[src/rtl/da_pkg.sv]
package da_pkg;

    typedef enum logic [1:0] {
        ST_IDLE,
        ST_ACCUM,
        ST_RESOLVE
    } da_state_e;

endpackage

[src/rtl/da_tap_table.sv]
module da_tap_table #(
    parameter int NTAP = 4,
    parameter int DW   = 8,
    parameter int TW   = DW + $clog2(NTAP)
) (
    input  logic                 clk,
    input  logic                 rst_n,
    input  logic                 samp_vld,
    input  logic [DW-1:0]        samp_in,
    input  logic [NTAP-1:0]      sel,
    output logic signed [TW-1:0] pp
);
    localparam int NENT = 1 << NTAP;

    logic signed [DW-1:0] dly   [NTAP];
    logic signed [DW-1:0] dly_n [NTAP];
    logic signed [TW-1:0] ent_rd [NENT];

    // Delay-line contents after the pending shift
    always_comb begin
        dly_n[0] = samp_in;
        for (int j = 1; j < NTAP; j++) begin
            dly_n[j] = dly[j-1];
        end
    end

    always_ff @(posedge clk) begin
        if (!rst_n) begin
            for (int j = 0; j < NTAP; j++) dly[j] <= '0;
        end else if (samp_vld) begin
            for (int j = 0; j < NTAP; j++) dly[j] <= dly_n[j];
        end
    end

    // The empty subset is a constant and takes no storage
    assign ent_rd[0] = '0;

    for (genvar e = 1; e < NENT; e++) begin : g_ent
        logic signed [TW-1:0] ent_q;
        logic signed [TW-1:0] ent_d;

        always_comb begin
            ent_d = '0;
            for (int j = 0; j < NTAP; j++) begin
                if (((e >> j) & 1) != 0) begin
                    ent_d = ent_d + {{(TW-DW){dly_n[j][DW-1]}}, dly_n[j]};
                end
            end
        end

        always_ff @(posedge clk) begin
            if (!rst_n)        ent_q <= '0;
            else if (samp_vld) ent_q <= ent_d;
        end

        assign ent_rd[e] = ent_q;
    end

    assign pp = ent_rd[sel];

endmodule

[src/rtl/da_csa_acc.sv]
module da_csa_acc #(
    parameter int TW = 10,
    parameter int AW = 18,
    parameter int CW = 3
) (
    input  logic                 clk,
    input  logic                 rst_n,
    input  logic                 clr,
    input  logic                 en,
    input  logic                 lsb,
    input  logic                 neg,
    input  logic [CW-1:0]        cnt,
    input  logic signed [TW-1:0] pp,
    output logic [AW-1:0]        total
);
    logic [AW-1:0] sum_q, car_q;
    logic [AW-1:0] s_b, c_b, t_ext, t_sh, term, s_n, c_n, maj;

    always_comb begin
        // Top-bit-first doubles the running value; bit-0-first weights the term
        s_b   = lsb ? sum_q : (sum_q << 1);
        c_b   = lsb ? car_q : (car_q << 1);
        t_ext = {{(AW-TW){pp[TW-1]}}, pp};
        t_sh  = lsb ? (t_ext << cnt) : t_ext;
        // Subtraction: invert here, the +1 rides in the free carry LSB
        term  = neg ? ~t_sh : t_sh;
        s_n   = s_b ^ c_b ^ term;
        maj   = (s_b & c_b) | (s_b & term) | (c_b & term);
        c_n   = {maj[AW-2:0], neg};
    end

    always_ff @(posedge clk) begin
        if (!rst_n || clr) begin
            sum_q <= '0;
            car_q <= '0;
        end else if (en) begin
            sum_q <= s_n;
            car_q <= c_n;
        end
    end

    // Single carry-propagate add, consumed only in RESOLVE
    assign total = sum_q + car_q;

endmodule

[src/rtl/da_ctrl.sv]
module da_ctrl
    import da_pkg::*;
#(
    parameter int WL = 8,
    parameter int CW = $clog2(WL)
) (
    input  logic          clk,
    input  logic          rst_n,
    input  logic          start,
    input  logic          lsb_first,
    output da_state_e     st,
    output logic [CW-1:0] cnt,
    output logic          lsb_q,
    output logic          acc_clr,
    output logic          acc_en,
    output logic          neg,
    output logic          resolve
);
    localparam logic [CW-1:0] LAST = CW'(WL - 1);

    da_state_e st_n;

    // State register, slice counter and captured order
    always_ff @(posedge clk) begin
        if (!rst_n) begin
            st    <= ST_IDLE;
            cnt   <= '0;
            lsb_q <= 1'b0;
        end else begin
            st <= st_n;
            if (st == ST_IDLE && start) begin
                cnt   <= '0;
                lsb_q <= lsb_first;
            end else if (st == ST_ACCUM) begin
                cnt <= cnt + 1'b1;
            end
        end
    end

    always_comb begin
        st_n = st;
        unique case (st)
            ST_IDLE:    if (start) st_n = ST_ACCUM;
            ST_ACCUM:   if (cnt == LAST) st_n = ST_RESOLVE;
            ST_RESOLVE: st_n = ST_IDLE;
            default:    st_n = ST_IDLE;
        endcase
    end

    // Outputs
    always_comb begin
        acc_clr = (st == ST_IDLE) && start;
        acc_en  = (st == ST_ACCUM);
        neg     = acc_en && (lsb_q ? (cnt == LAST) : (cnt == '0));
        resolve = (st == ST_RESOLVE);
    end

endmodule

[src/rtl/da_inner_prod.sv]
module da_inner_prod
    import da_pkg::*;
#(
    parameter int DW    = 8,
    parameter int WL    = 8,
    parameter int NTAP  = 4,
    parameter int OUT_W = 24
) (
    input  logic             clk,
    input  logic             rst_n,
    input  logic [DW-1:0]    samp_in,
    input  logic             samp_vld,
    input  logic [NTAP-1:0]  slice_in,
    input  logic             lsb_first,
    input  logic             start,
    output logic [OUT_W-1:0] y_out,
    output logic             y_done
);
    localparam int TW = DW + $clog2(NTAP);
    localparam int AW = TW + WL;
    localparam int CW = $clog2(WL);

    da_state_e            st;
    logic [CW-1:0]        cnt;
    logic                 lsb_q, acc_clr, acc_en, neg, resolve;
    logic signed [TW-1:0] pp;
    logic [AW-1:0]        total;

    da_ctrl #(.WL(WL), .CW(CW)) u_ctrl (
        .clk(clk), .rst_n(rst_n), .start(start), .lsb_first(lsb_first),
        .st(st), .cnt(cnt), .lsb_q(lsb_q), .acc_clr(acc_clr),
        .acc_en(acc_en), .neg(neg), .resolve(resolve)
    );

    da_tap_table #(.NTAP(NTAP), .DW(DW), .TW(TW)) u_tbl (
        .clk(clk), .rst_n(rst_n), .samp_vld(samp_vld), .samp_in(samp_in),
        .sel(slice_in), .pp(pp)
    );

    da_csa_acc #(.TW(TW), .AW(AW), .CW(CW)) u_acc (
        .clk(clk), .rst_n(rst_n), .clr(acc_clr), .en(acc_en), .lsb(lsb_q),
        .neg(neg), .cnt(cnt), .pp(pp), .total(total)
    );

    always_ff @(posedge clk) begin
        if (!rst_n) begin
            y_out  <= '0;
            y_done <= 1'b0;
        end else begin
            y_done <= resolve;
            if (resolve) y_out <= {{(OUT_W-AW){total[AW-1]}}, total};
        end
    end

endmodule

[config.mk]
export PLATFORM = sky130hd
export DESIGN_NAME = da_inner_prod
export DESIGN_NICKNAME = d
export VERILOG_FILES = /design/src/rtl/da_pkg.sv /design/src/rtl/da_tap_table.sv /design/src/rtl/da_csa_acc.sv /design/src/rtl/da_ctrl.sv /design/src/rtl/da_inner_prod.sv
export SDC_FILE = /design/constraint.sdc
export NUM_CORES = 1
export LEC_CHECK = 0
export CORE_MARGIN = 1.5
export CORE_UTILIZATION = 45
export DETAILED_ROUTE_END_ITERATION = 12
export HOLD_SLACK_MARGIN = 0.12
export SYNTH_ARGS = -nofsm -noshare
export SYNTH_HDL_FRONTEND = slang
export SYNTH_SLANG_ARGS = --single-unit
[constraint.sdc]
create_clock -name clk -period 13.2 [get_ports clk]
set_input_delay 3.96 -clock clk [delete_from_list [all_inputs] [get_ports clk]]
set_output_delay 3.96 -clock clk [all_outputs]
set_load 0.01 [all_outputs]
Yosys cells after proc, flatten, opt, wreduce, memory -nomap -nowiden
Memory sizes are Yosys's and may differ from the RTL's.
Cells that the tools add are included.
{"block": "totals", "ff_bits": 200, "ram_bits": 32, "in_bits": 17, "out_inout_bits": 25, "wordCells": 84, "n_memories": 1}
{"name": "u_tbl.dly", "words": 4, "word_bits": 8, "read_ports": 3, "rd_clocked_by_memory_dff": 0, "wr": 4, "line": "da_tap_table.sv:15", "text": "logic signed [DW-1:0] dly [NTAP];"}
{"block": "op_classes", "addsub": 13, "magnitude_cmp": 1, "eq_ne": 5, "shift": 1, "mux": 19, "bitwise_logic": 14, "n_reduce_logical": 8}
{"cell": "$mux W18", "count": 4}
{"cell": "$add A8 B8 Y9", "count": 6}
{"cell": "$and A17 B17 Y17", "count": 3}
{"cell": "$add A9 B8 Y10", "count": 4}
{"cell": "$bmux W10 S4", "count": 1}
{"cell": "$xor A18 B18 Y18", "count": 2}
{"cell": "$or A17 B17 Y17", "count": 2}
{"cell": "$mux W8", "count": 4}
{"cell": "$mux W10", "count": 2}
{"cell": "$add A18 B18 Y18", "count": 1}
{"cell": "$not A18 Y18", "count": 1}
{"cell": "$shl A18 B3 Y18", "count": 1}
{"cell": "$add A10 B10 Y10", "count": 1}
{"cell": "$ge A5 B5 Y1 const B", "count": 1}
{"cell": "$mux W1", "count": 5}
{"cell": "$not A4 Y5", "count": 1}
{"cell": "$mux W2", "count": 2}
{"cell": "$or A1 B1 Y1", "count": 4}
{"cell": "$pmux W2 S2", "count": 1}
{"cell": "$add A3 B1 Y3 const B", "count": 1}
{"cell": "$eq A3 B3 Y1 const B", "count": 1}
{"cell": "$logic_not A3 Y1", "count": 1}
{"cell": "$eq A2 B1 Y1 const B", "count": 1}
{"cell": "$eq A2 B2 Y1 const B", "count": 1}
{"cell": "other kinds (9)", "count": 10}

Depth between registers and ports, before layout
Gate-level depths: netlist of run 1.
{"block": "depth", "ltp_word": 11, "ltp_mapped": 18, "depth_no_buf": 18}

Hierarchy
Synthesis of run 1 repeated with hierarchy kept, for this count alone.
{"block": "hier_totals", "hier_cells": 1460, "area_unflattened_um2": 14602.8}
{"module": "da_tap_table", "instances": 1, "cells_each": 976, "area_each_um2": 10105.9}
{"module": "da_csa_acc", "instances": 1, "cells_each": 382, "area_each_um2": 3412.0}
{"module": "da_inner_prod", "instances": 1, "cells_each": 65, "area_each_um2": 760.7}
{"module": "da_ctrl", "instances": 1, "cells_each": 37, "area_each_um2": 324.1}

Least setup slack after synthesis of run 1
OpenSTA, ideal clock, no wires.
{"block": "synth_path", "path_type": "input-to-reg", "from": "input port samp_in[0]", "to": "register u_tbl.g_ent[15].ent_q[9]", "setup_time_ps": 74, "arrival_ps": 7095, "t_required_ps": 13126, "slack_ps": 6031, "path_stages": 15, "n_path_buf": 0, "path_cell_list": "ha_1 fa_1 fa_1 a21o_1 a21oi_1 o21bai_1 a21oi_1 o21bai_1 a21oi_1 xnor2_1 ha_1 a21o_1 a31oi_1 xnor3_1 o21ai_0"}
{"block": "synth_between", "elab_chain_len": 3}
{"element": "start: declaration", "line": "da_inner_prod.sv:11", "text": "input logic [DW-1:0] samp_in,"}
{"element": "$add A8 B8 Y9"}
{"element": "named net u_tbl.g_ent[3].ent_d[1]", "line": "da_tap_table.sv:40", "text": "logic signed [TW-1:0] ent_d;"}
{"element": "$add A9 B8 Y10", "line": "da_tap_table.sv:46", "text": "ent_d = ent_d + {{(TW-DW){dly_n[j][DW-1]}}, dly_n[j]};"}
{"element": "named net u_tbl.g_ent[7].ent_d[8]", "line": "da_tap_table.sv:40"}
{"element": "$add A10 B10 Y10", "line": "da_tap_table.sv:46"}
{"element": "end signal: assignment", "line": "da_tap_table.sv:53", "text": "else if (samp_vld) ent_q <= ent_d;"}
{"element": "end: declaration", "line": "da_tap_table.sv:39", "text": "logic signed [TW-1:0] ent_q;"}
The timed path passes the listed nets, and every way through them passes these cells.
A chain may end at the register's enable or synchronous reset.

Worst setup path in the final report of run 1
{"block": "layout_path", "from": "input port samp_in[1]", "to": "register u_tbl.g_ent[15].ent_q[9]"}
Same word-level chain as after synthesis.

==> results.md, run 1 <==
Global route:
- The initial antenna violation count is 0.
- The number of global-route vias before repair is 10.3k.
- The first global-routing pass estimated 56600 µm of wire.
- The largest net degree at the start of global routing is 89.
- After global routing the overflow that remains totals 0.
- The combined global-route utilization of all metal layers is 0.218.

Cells and area:
- The number of antenna diodes in the final layout is 0.
- Measured on the finished design, the core utilization comes to 0.506.
- The fraction of layout cells with a size suffix above 1 is 0.0739.
- Excluding fillers, the count of instances in the completed layout stands at 1843.
- The net count of the finished layout is 1587.
- Compared with the post-synthesis result, the final layout area differs by 10.6%.
- Counting the fill cells in the layout gives 2822.
- The library cell used most frequently in the layout, excluding fill and tap cells, is sky130_fd_sc_hd__dfxtp_1.
- The library cells used most frequently in the layout, excluding fill and tap cells, are sky130_fd_sc_hd__dfxtp_1 (196), sky130_fd_sc_hd__mux2i_1 (113), sky130_fd_sc_hd__ha_1 (113), sky130_fd_sc_hd__a21oi_1 (80), sky130_fd_sc_hd__nand2_1 (80).

Clocking:
- The deepest level of the CTS H-tree is 1.
- The post-cts sizing count is 0.
- For the worst-skew pair, the clock arrives at the later sink with an insertion delay of 530 ps.
- Clock tree synthesis selected as its root buffer the cell sky130_fd_sc_hd__clkbuf_16.
- TritonCTS built the clock tree.
- The sink count of the clock tree is 221.
- The clock slew seen by the registers of the worst setup and hold paths is 60 ps.
- The number of buffers added by the clock tree synthesis step is 27.
- The number of hold buffers added after CTS was 0.
- The number of buffers added for setup after CTS is 0.
- No sink is reached through more buffers than the 3 on the longest clock path.

STA:
- The fmax is 131 MHz.
- Setup violations remaining at the end of the flow were counted as 0.
- The final sum of negative setup slack is 0 ps.
- Setup repair after global routing left no endpoint under its margin.
- The max-slew headroom at the worst pin is 0.232.
- For the final database, setup skew stands at 11.2 ps.
- Of the available clock period, the critical path in the final layout requires 0.578.
- For the finished layout, the period the worst path requires is 7630 ps.
- The slew of the pin with the lowest slew margin is 1150 ps.
- The max-slew violation count came to 0.
- Final hold analysis gives a worst-case slack of 446 ps.
- The count of endpoints failing hold in the final timing report was 0.

Pwr:
- After layout, the design draws a total of 2070 µW.
- The analysis attributes to cell leakage a power of 0.00661 µW.
- The total power divided by cell area is 133 nW/µm².
- Across the VDD grid, the largest voltage drop is 87.1 µV.

Status:
- The flow ran to the end, and the final reports show no timing, DRC or antenna violations.

Setup path:
- Traced cell by cell, the critical path runs through clkdlybuf4s50_1 > ha_1 > a21o_1 > a21oi_1 > o21bai_1 > a21oi_1 > xnor2_1 > ha_1 > a21oi_1 > o21bai_1 > a21oi_1 > xnor2_1 > ha_1 > a21o_1 > a31oi_1 > xnor3_1 > o21ai_0.
- The logic depth of the worst setup path including buffers is 17.
- By startpoint and endpoint, the worst setup path is classified as input port to flip-flop.
- On the critical path, the stage with the largest delay is an instance of sky130_fd_sc_hd__clkdlybuf4s50_1.
- The top fanout value on the critical path is 6.
- Counting cells, the worst reg-to-reg path comes to 15.
- The kind of end point of the critical path is a flip-flop.
- The element type at the critical path start is an input port.
- The delay of the slowest cell on the worst path is 670 ps.
- Together, buffers and inverters on the worst path number 1.
- The kind of cell with the highest combined delay along the critical path is compound AO/OA/AOI/OAI gates.
- Data on the critical path is required at its endpoint by 13660 ps.
- The arrival time reported for the critical path endpoint is 8090 ps.
- The library cell appearing most often on the critical path is sky130_fd_sc_hd__a21oi_1.

Logic synthesis:
- Counting every instance in the synthesized netlist gives 1429.
- In this run, synthesis inferred 24 flip-flops with an integrated enable.
- The average instance area after synthesis is 9.83 µm².
- When the netlist entered floorplanning its net count stood at 1588.
- The number of unique standard cell types used by synthesis is 68.
- Counting flops with an async set or reset pin after synthesis yields a share of 0.
- The synthesized design contains 221 register bits.
- The part of the Yosys area used for sequential elements is 0.332.
- Sorting the synthesized cells by area gives the leading types as sky130_fd_sc_hd__dfxtp_1 (28%), sky130_fd_sc_hd__ha_1 (10%), sky130_fd_sc_hd__mux2i_1 (8.1%).
- The largest total area in the synthesized netlist belongs to sky130_fd_sc_hd__dfxtp_1.
- The cell area after synthesis is 14000 µm².
- The top cell type's share of synthesized area is 0.281.
- The most used flip-flop cell after synthesis is sky130_fd_sc_hd__dfxtp_1.
- For this run, the number of Yosys warnings is 0.

Placement:
- Counting tap cells, the placed design contains a total of 1795 instances.
- The congestion estimate from routability-driven global placement came to 0.851.
- The HPWL after detailed placement is 24900 µm.
- The count of input and output buffers is 41.

Die:
- The initial core utilization is 0.458.
- The die area is 32300 µm².
- The die outline height is 180 µm.
- The floorplan has 64 rows.
- The core region is 30700 µm².
- In this run the horizontal extent of the chip is 180 µm.
- The top-level port count is 42.

Hold path:
- The path class of the lowest-slack min-delay path is flip-flop to flip-flop.
- The worst hold path passes through 2 cells.

Route:
- Once detail routing completed, the nets flagged for antenna violations numbered 0.
- In the routed design, unresolved DRC markers number 0.
- The detailed router placed 10.2k vias in this run.
- The average wire length per cell after detail routing is 19.0 µm.
- The violation count after the first detailed-routing iteration is 672.
- The via-per-instance ratio is 5.53.
- The length of the first detailed-routing pass in iterations is 6.
- Wires add up to 35100 µm.

Run:
- The tool flagged a number of max-cap violations equal to 0.
-- state kept, by name (all words and copies together) (netlist names) --
name               cells
u_acc.car_q           18
u_acc.sum_q           18
u_tbl.dly             24
u_ctrl.st              2
y_out                 18
u_ctrl.lsb_q           1
u_tbl.g_ent.ent_q    136
u_ctrl.cnt             3
y_done                 1
-- area by class of cell --
| class | count | area, µm² | share of cell area |
|---|---|---|---|
| multi-input combinational | 1056 | 8750 | 0.564 |
| sequential | 221 | 4670 | 0.301 |
| clock buffer | 41 | 798 | 0.0514 |
| timing repair buffer | 55 | 498 | 0.0321 |
| tap | 396 | 495 | 0.0319 |
| inverter | 67 | 251 | 0.0162 |
| clock inverter | 7 | 61.3 | 0.00395 |
-- synthesized netlist by cell type (all sizes together), types with 4 or more instances --
library cell and number:
a2111oi 5, a211oi 43, a21boi 8, a21o 44, a21oi 80, a221oi 7
a22o 24, a31oi 6, and2 11, and3 22, buf 26, clkbuf 59
dfxtp 197, edfxtp 24, fa 29, ha 113, inv 64, mux2 13
mux2i 113, mux4 29, nand2 80, nand3 15, nor2 74, nor2b 64
nor3 9, nor3b 4, o211a 9, o211ai 4, o21ai 61, o21bai 39
xnor2 70, xor2 31
-- power breakdown --
group	switching, µW	leakage (µW)	internal [µW]
registers	51.5	0.00188	746
clock network	289	0.000423	432
logic	301	0.00431	249
-- through the flow --
stage / setup slack [ps] / area [µm²]
global placement: 5180 / 14700
global route: 5300 / 15500
floorplan: 6030 / 14000
finish: 5570 / 15500
detailed placement: 5050 / 14700
CTS: 5620 / 15500
-- final timing paths --
| check | startpoint | to | slack [ps] |
|---|---|---|---|
| hold reg to reg | u_tbl.g_ent[14].ent_q[8]$_SDFFE_PN0P_ | u_tbl.g_ent[14].ent_q[8]$_SDFFE_PN0P_ | 450 |
| hold / removal | u_tbl.g_ent[14].ent_q[8]$_SDFFE_PN0P_ | u_tbl.g_ent[14].ent_q[8]$_SDFFE_PN0P_ | 450 |
| setup / recovery | samp_in[1] | u_tbl.g_ent[15].ent_q[9]$_SDFFE_PN0P_ | 5570 |
| setup reg to reg | u_tbl.dly[0][0]$_SDFFCE_PN0P_ | u_tbl.g_ent[15].ent_q[9]$_SDFFE_PN0P_ | 9090 |
-- per-layer routing --
layer  vias up  wire length (µm)  track usage
met5         -                 0            0
met4         0               841       0.0583
met3        56              1020       0.0257
met2       165             16600        0.372
met1      4821             16600        0.293
li1       5142                 -            -
-- tightest hold or removal path, stage by stage (launching register included) --
cell                      delay [ps]
sky130_fd_sc_hd__dfxtp_1         320
sky130_fd_sc_hd__nand2_1          40
sky130_fd_sc_hd__o21ai_0          50
-- cell families after synthesis --
| group | synth area share |
|---|---|
| compound gates | 0.171 |
| xor+xnor | 0.0646 |
| fa+ha+maj | 0.142 |
| buf+inv | 0.0459 |
| flops | 0.332 |
| mux | 0.137 |
| simple gates | 0.106 |
Power figures use the tool's default switching activity.
==> run 2, diff against run 1 <==
- clock period: 13.2 -> 7.3 ns (I/O delays scaled with it)
==> run 2 against run 1 <==
  * First-iteration DRC count down 21%
  * Combinational power up 82%
  * Core utilization up 0.35 points
  * Wire length up 0.58%
  * Clock-buffer cell count down 2
  * Sequential power up 81%
  * Non-clock buffer count up 5
  * Die area unchanged
  * Power up 85%
  * Register-to-register slack worse by 5900 ps
  * Clock power up 91%
  * Critical endpoint unchanged
==> results.md, run 2 (same netlist as run 1, synthesis figures left out) <==
Cells and area:
- The count of nets after finishing is 1593.
- The number of flip-flops in the largest register is 136.
- The number of cells in the finished layout apart from fillers is 1852.
- The top cell types in the final layout, fill and taps aside, are sky130_fd_sc_hd__dfxtp_1 (196), sky130_fd_sc_hd__mux2i_1 (113), sky130_fd_sc_hd__ha_1 (113), sky130_fd_sc_hd__a21oi_1 (80), sky130_fd_sc_hd__nand2_1 (80).
- The multi-input combinational cells in the finished layout cover a total of 8750 µm².
- The most frequent standard cell in the layout excluding fill and tap cells is sky130_fd_sc_hd__dfxtp_1.
- The fraction of layout cells with a size suffix above 1 is 0.0783.
- In the final layout, the registers with the most flip-flops are u_tbl.g_ent.ent_q (136), u_tbl.dly (24).
- From synthesis to final layout, the design area changed by 11.3%.
- 0 antenna diodes ended up in the layout.
- More flip-flops sit in one register than any other, and that register is u_tbl.g_ent.ent_q.
- The fill cell instance count of the final layout is 2802.
- The footprint of the flip-flops and latches is 4670 µm².

Setup path:
- Among the stages of the critical path, the cell type that occurs most often is sky130_fd_sc_hd__a21oi_1.
- Setup slack on the worst reg-to-reg path comes out at 3140 ps.
- The cell type of the slowest stage on the worst timing path is sky130_fd_sc_hd__fa_1.
- For this run, the slowest stage of the critical path takes 570 ps.
- The arrival time reported for the critical path endpoint is 6320 ps.
- STA classifies the critical path endpoint as a flip-flop.
- The critical path is of the input port to flip-flop type.
- Walking the worst path, the cells encountered are clkdlybuf4s50_1 > ha_1 > fa_1 > fa_1 > a21o_1 > a21oi_1 > o21bai_1 > a21oi_1 > o21bai_1 > a21oi_1 > xnor2_1 > ha_1 > a21o_1 > a31oi_1 > xnor3_1 > o21ai_0.
- Of all nets on the critical path, the largest fanout is 5.
- The worst setup path is launched from an input port.
- The required time reported for the critical path endpoint is 7770 ps.

Clocking:
- Clock-pin slew was measured on the worst setup and hold paths at 60 ps.
- The number of buffers added for setup after CTS is 0.
- Buffers inserted during clock tree synthesis total 28.
- The library cell used as clock root buffer is sky130_fd_sc_hd__clkbuf_16.
- Post-CTS repair changed the size of 0 cells.
- The number of hold buffers added after CTS was 0.
- The sink count of the clock tree is 221.
- The clock insertion delay at the later pin of the skew report is 540 ps.
- No sink is reached through more buffers than the 3 on the longest clock path.
- TritonCTS built the clock tree.
- The deepest level of the CTS H-tree is 1.

Global route:
- For this run, the total global-route usage over all layers was measured as 0.217.
- The initial antenna violation count was 0.
- The number of global-route vias before repair is 10.3k.
- The first global-routing pass estimated 56500 µm of wire.
- The sum of overflow across all layers after global routing is 0.
- The largest net degree at the start of global routing is 73.

Route:
- After detailed routing, the number of vias per cell comes to 5.57.
- The detail route stage leaves a number of antenna-violating nets equal to 0.
- For this run, design rule violations remaining after detail routing come to 0.
- The violation count after the first detailed-routing iteration is 530.
- In the final routed layout, each cell accounts on average for 19.0 µm.
- The number of vias in the routed layout is 10.3k.
- The first detailed-routing pass took 5 iterations.
- The detailed-route wire length is 35300 µm.

Pwr:
- The worst ir drop on vdd is 167 µV.
- In this run the static leakage power is 0.00667 µW.
- The total power divided by cell area is 244 nW/µm².

Placement:
- Summed over all nets, the half-perimeter wirelength after detailed placement is 25600 µm.
- Buffers placed on the I/O ports in this run total 41.
- The congestion estimate from routability-driven global placement came to 0.854.
- The count of placed standard cells including taps is 1800.

Status:
- The flow ran to the end, and the final reports show no timing, DRC or antenna violations.

Die:
- In this run the vertical extent of the chip is 180 µm.
- During I/O placement, the number of pins put on the boundary was 42.
- The number of placement rows is 64.
- The initial core utilization is 0.458.
- The die covers 32300 µm².
- In this run the standard cell core region covers 30700 µm².
- The horizontal die dimension is 180 µm.

STA:
- The final critical path time including I/O delays and setup is 5850 ps.
- The max-slew headroom at the worst pin is 0.393.
- Setup violations remaining at the end of the flow were counted as 0.
- The max-slew violation count is 0.
- The ratio of final minimum period to clock period is 0.801.
- The fmax is 171 MHz.
- At the pin with the least slew margin, the transition time is 909 ps.
- The final sum of negative setup slack is 0 ps.
- Setup repair after global routing left no endpoint under its margin.
- The count of endpoints failing hold in the final timing report was 0.
- Between clock sinks in the finished design, the worst skew comes to 6.85 ps.

Hold path:
- The min-delay analysis places its worst path in the category flip-flop to flip-flop.

Run:
- The count of maximum capacitance violations is 0.
==> run 2: changes by cell type in the layout (fill, tap and decap cells not counted) <==
cell / change
sky130_fd_sc_hd__clkinv_2: +1
sky130_fd_sc_hd__clkinvlp_4: +1
sky130_fd_sc_hd__clkbuf_16: +2
sky130_fd_sc_hd__buf_12: +1
sky130_fd_sc_hd__bufinv_16: +1
sky130_fd_sc_hd__buf_4: +4
sky130_fd_sc_hd__clkbuf_8: -3
sky130_fd_sc_hd__clkbuf_1: -1
sky130_fd_sc_hd__clkinv_1: +3
==> run 2: final timing paths <==
kind                                                      startpoint                                    end  depth (start not counted)
worst max-delay path                                      samp_in[0]  u_tbl.g_ent[15].ent_q[9]$_SDFFE_PN0P_                         16
worst min-delay path            u_tbl.g_ent[1].ent_q[2]$_SDFFE_PN0P_   u_tbl.g_ent[1].ent_q[2]$_SDFFE_PN0P_                          1
worst max register to register         u_tbl.dly[0][0]$_SDFFCE_PN0P_  u_tbl.g_ent[15].ent_q[9]$_SDFFE_PN0P_                         15
worst min register to register  u_tbl.g_ent[1].ent_q[2]$_SDFFE_PN0P_   u_tbl.g_ent[1].ent_q[2]$_SDFFE_PN0P_                          1
==> run 2: cell type report <==
type | count | share of cell area
timing repair buffer | 60 | 0.0351
tap | 396 | 0.0317
clock buffer | 39 | 0.0514
multi-input combinational | 1056 | 0.560
sequential | 221 | 0.298
clock inverter | 13 | 0.00736
inverter | 67 | 0.0161
==> run 2: layer usage <==
layer  track usage  share of wire  vias to the layer above
met2         0.376           0.48                      160
met5             0              0                        -
met3        0.0247          0.028                       48
li1              -              -                     5154
met4        0.0590          0.024                        0
met1         0.287           0.47                     4952
==> run 2: critical path, delay by kind of cell <==
kind / cells / cell delay, ps
buffers and inverters: 1 / 490
AO/OA/AOI/OAI: 9 / 1620
adder cells (fa/ha/maj): 4 / 1620
XOR/XNOR: 2 / 410
==> run 2: stage by stage <==
step	area [µm²]	total power [µW]	hold slack, ps	util	worst slack (ps)
after floorplan	14000	2210	420	-	1900
after global placement	14700	2440	429	0.480	1060
after detailed placement	14700	2460	438	0.480	976
after CTS	15600	3840	450	0.510	1550
after global routing	15600	4030	463	0.510	1180
final	15600	3820	446	0.510	1450
==> run 2: where the power goes <==
group	switching, µW	total, µW	leakage, µW	internal [µW]
logic	545	999	0.00434	454
registers	92.9	1440	0.00188	1350
clock network	543	1380	0.000448	833
total	1180	3820	0.00667	2640
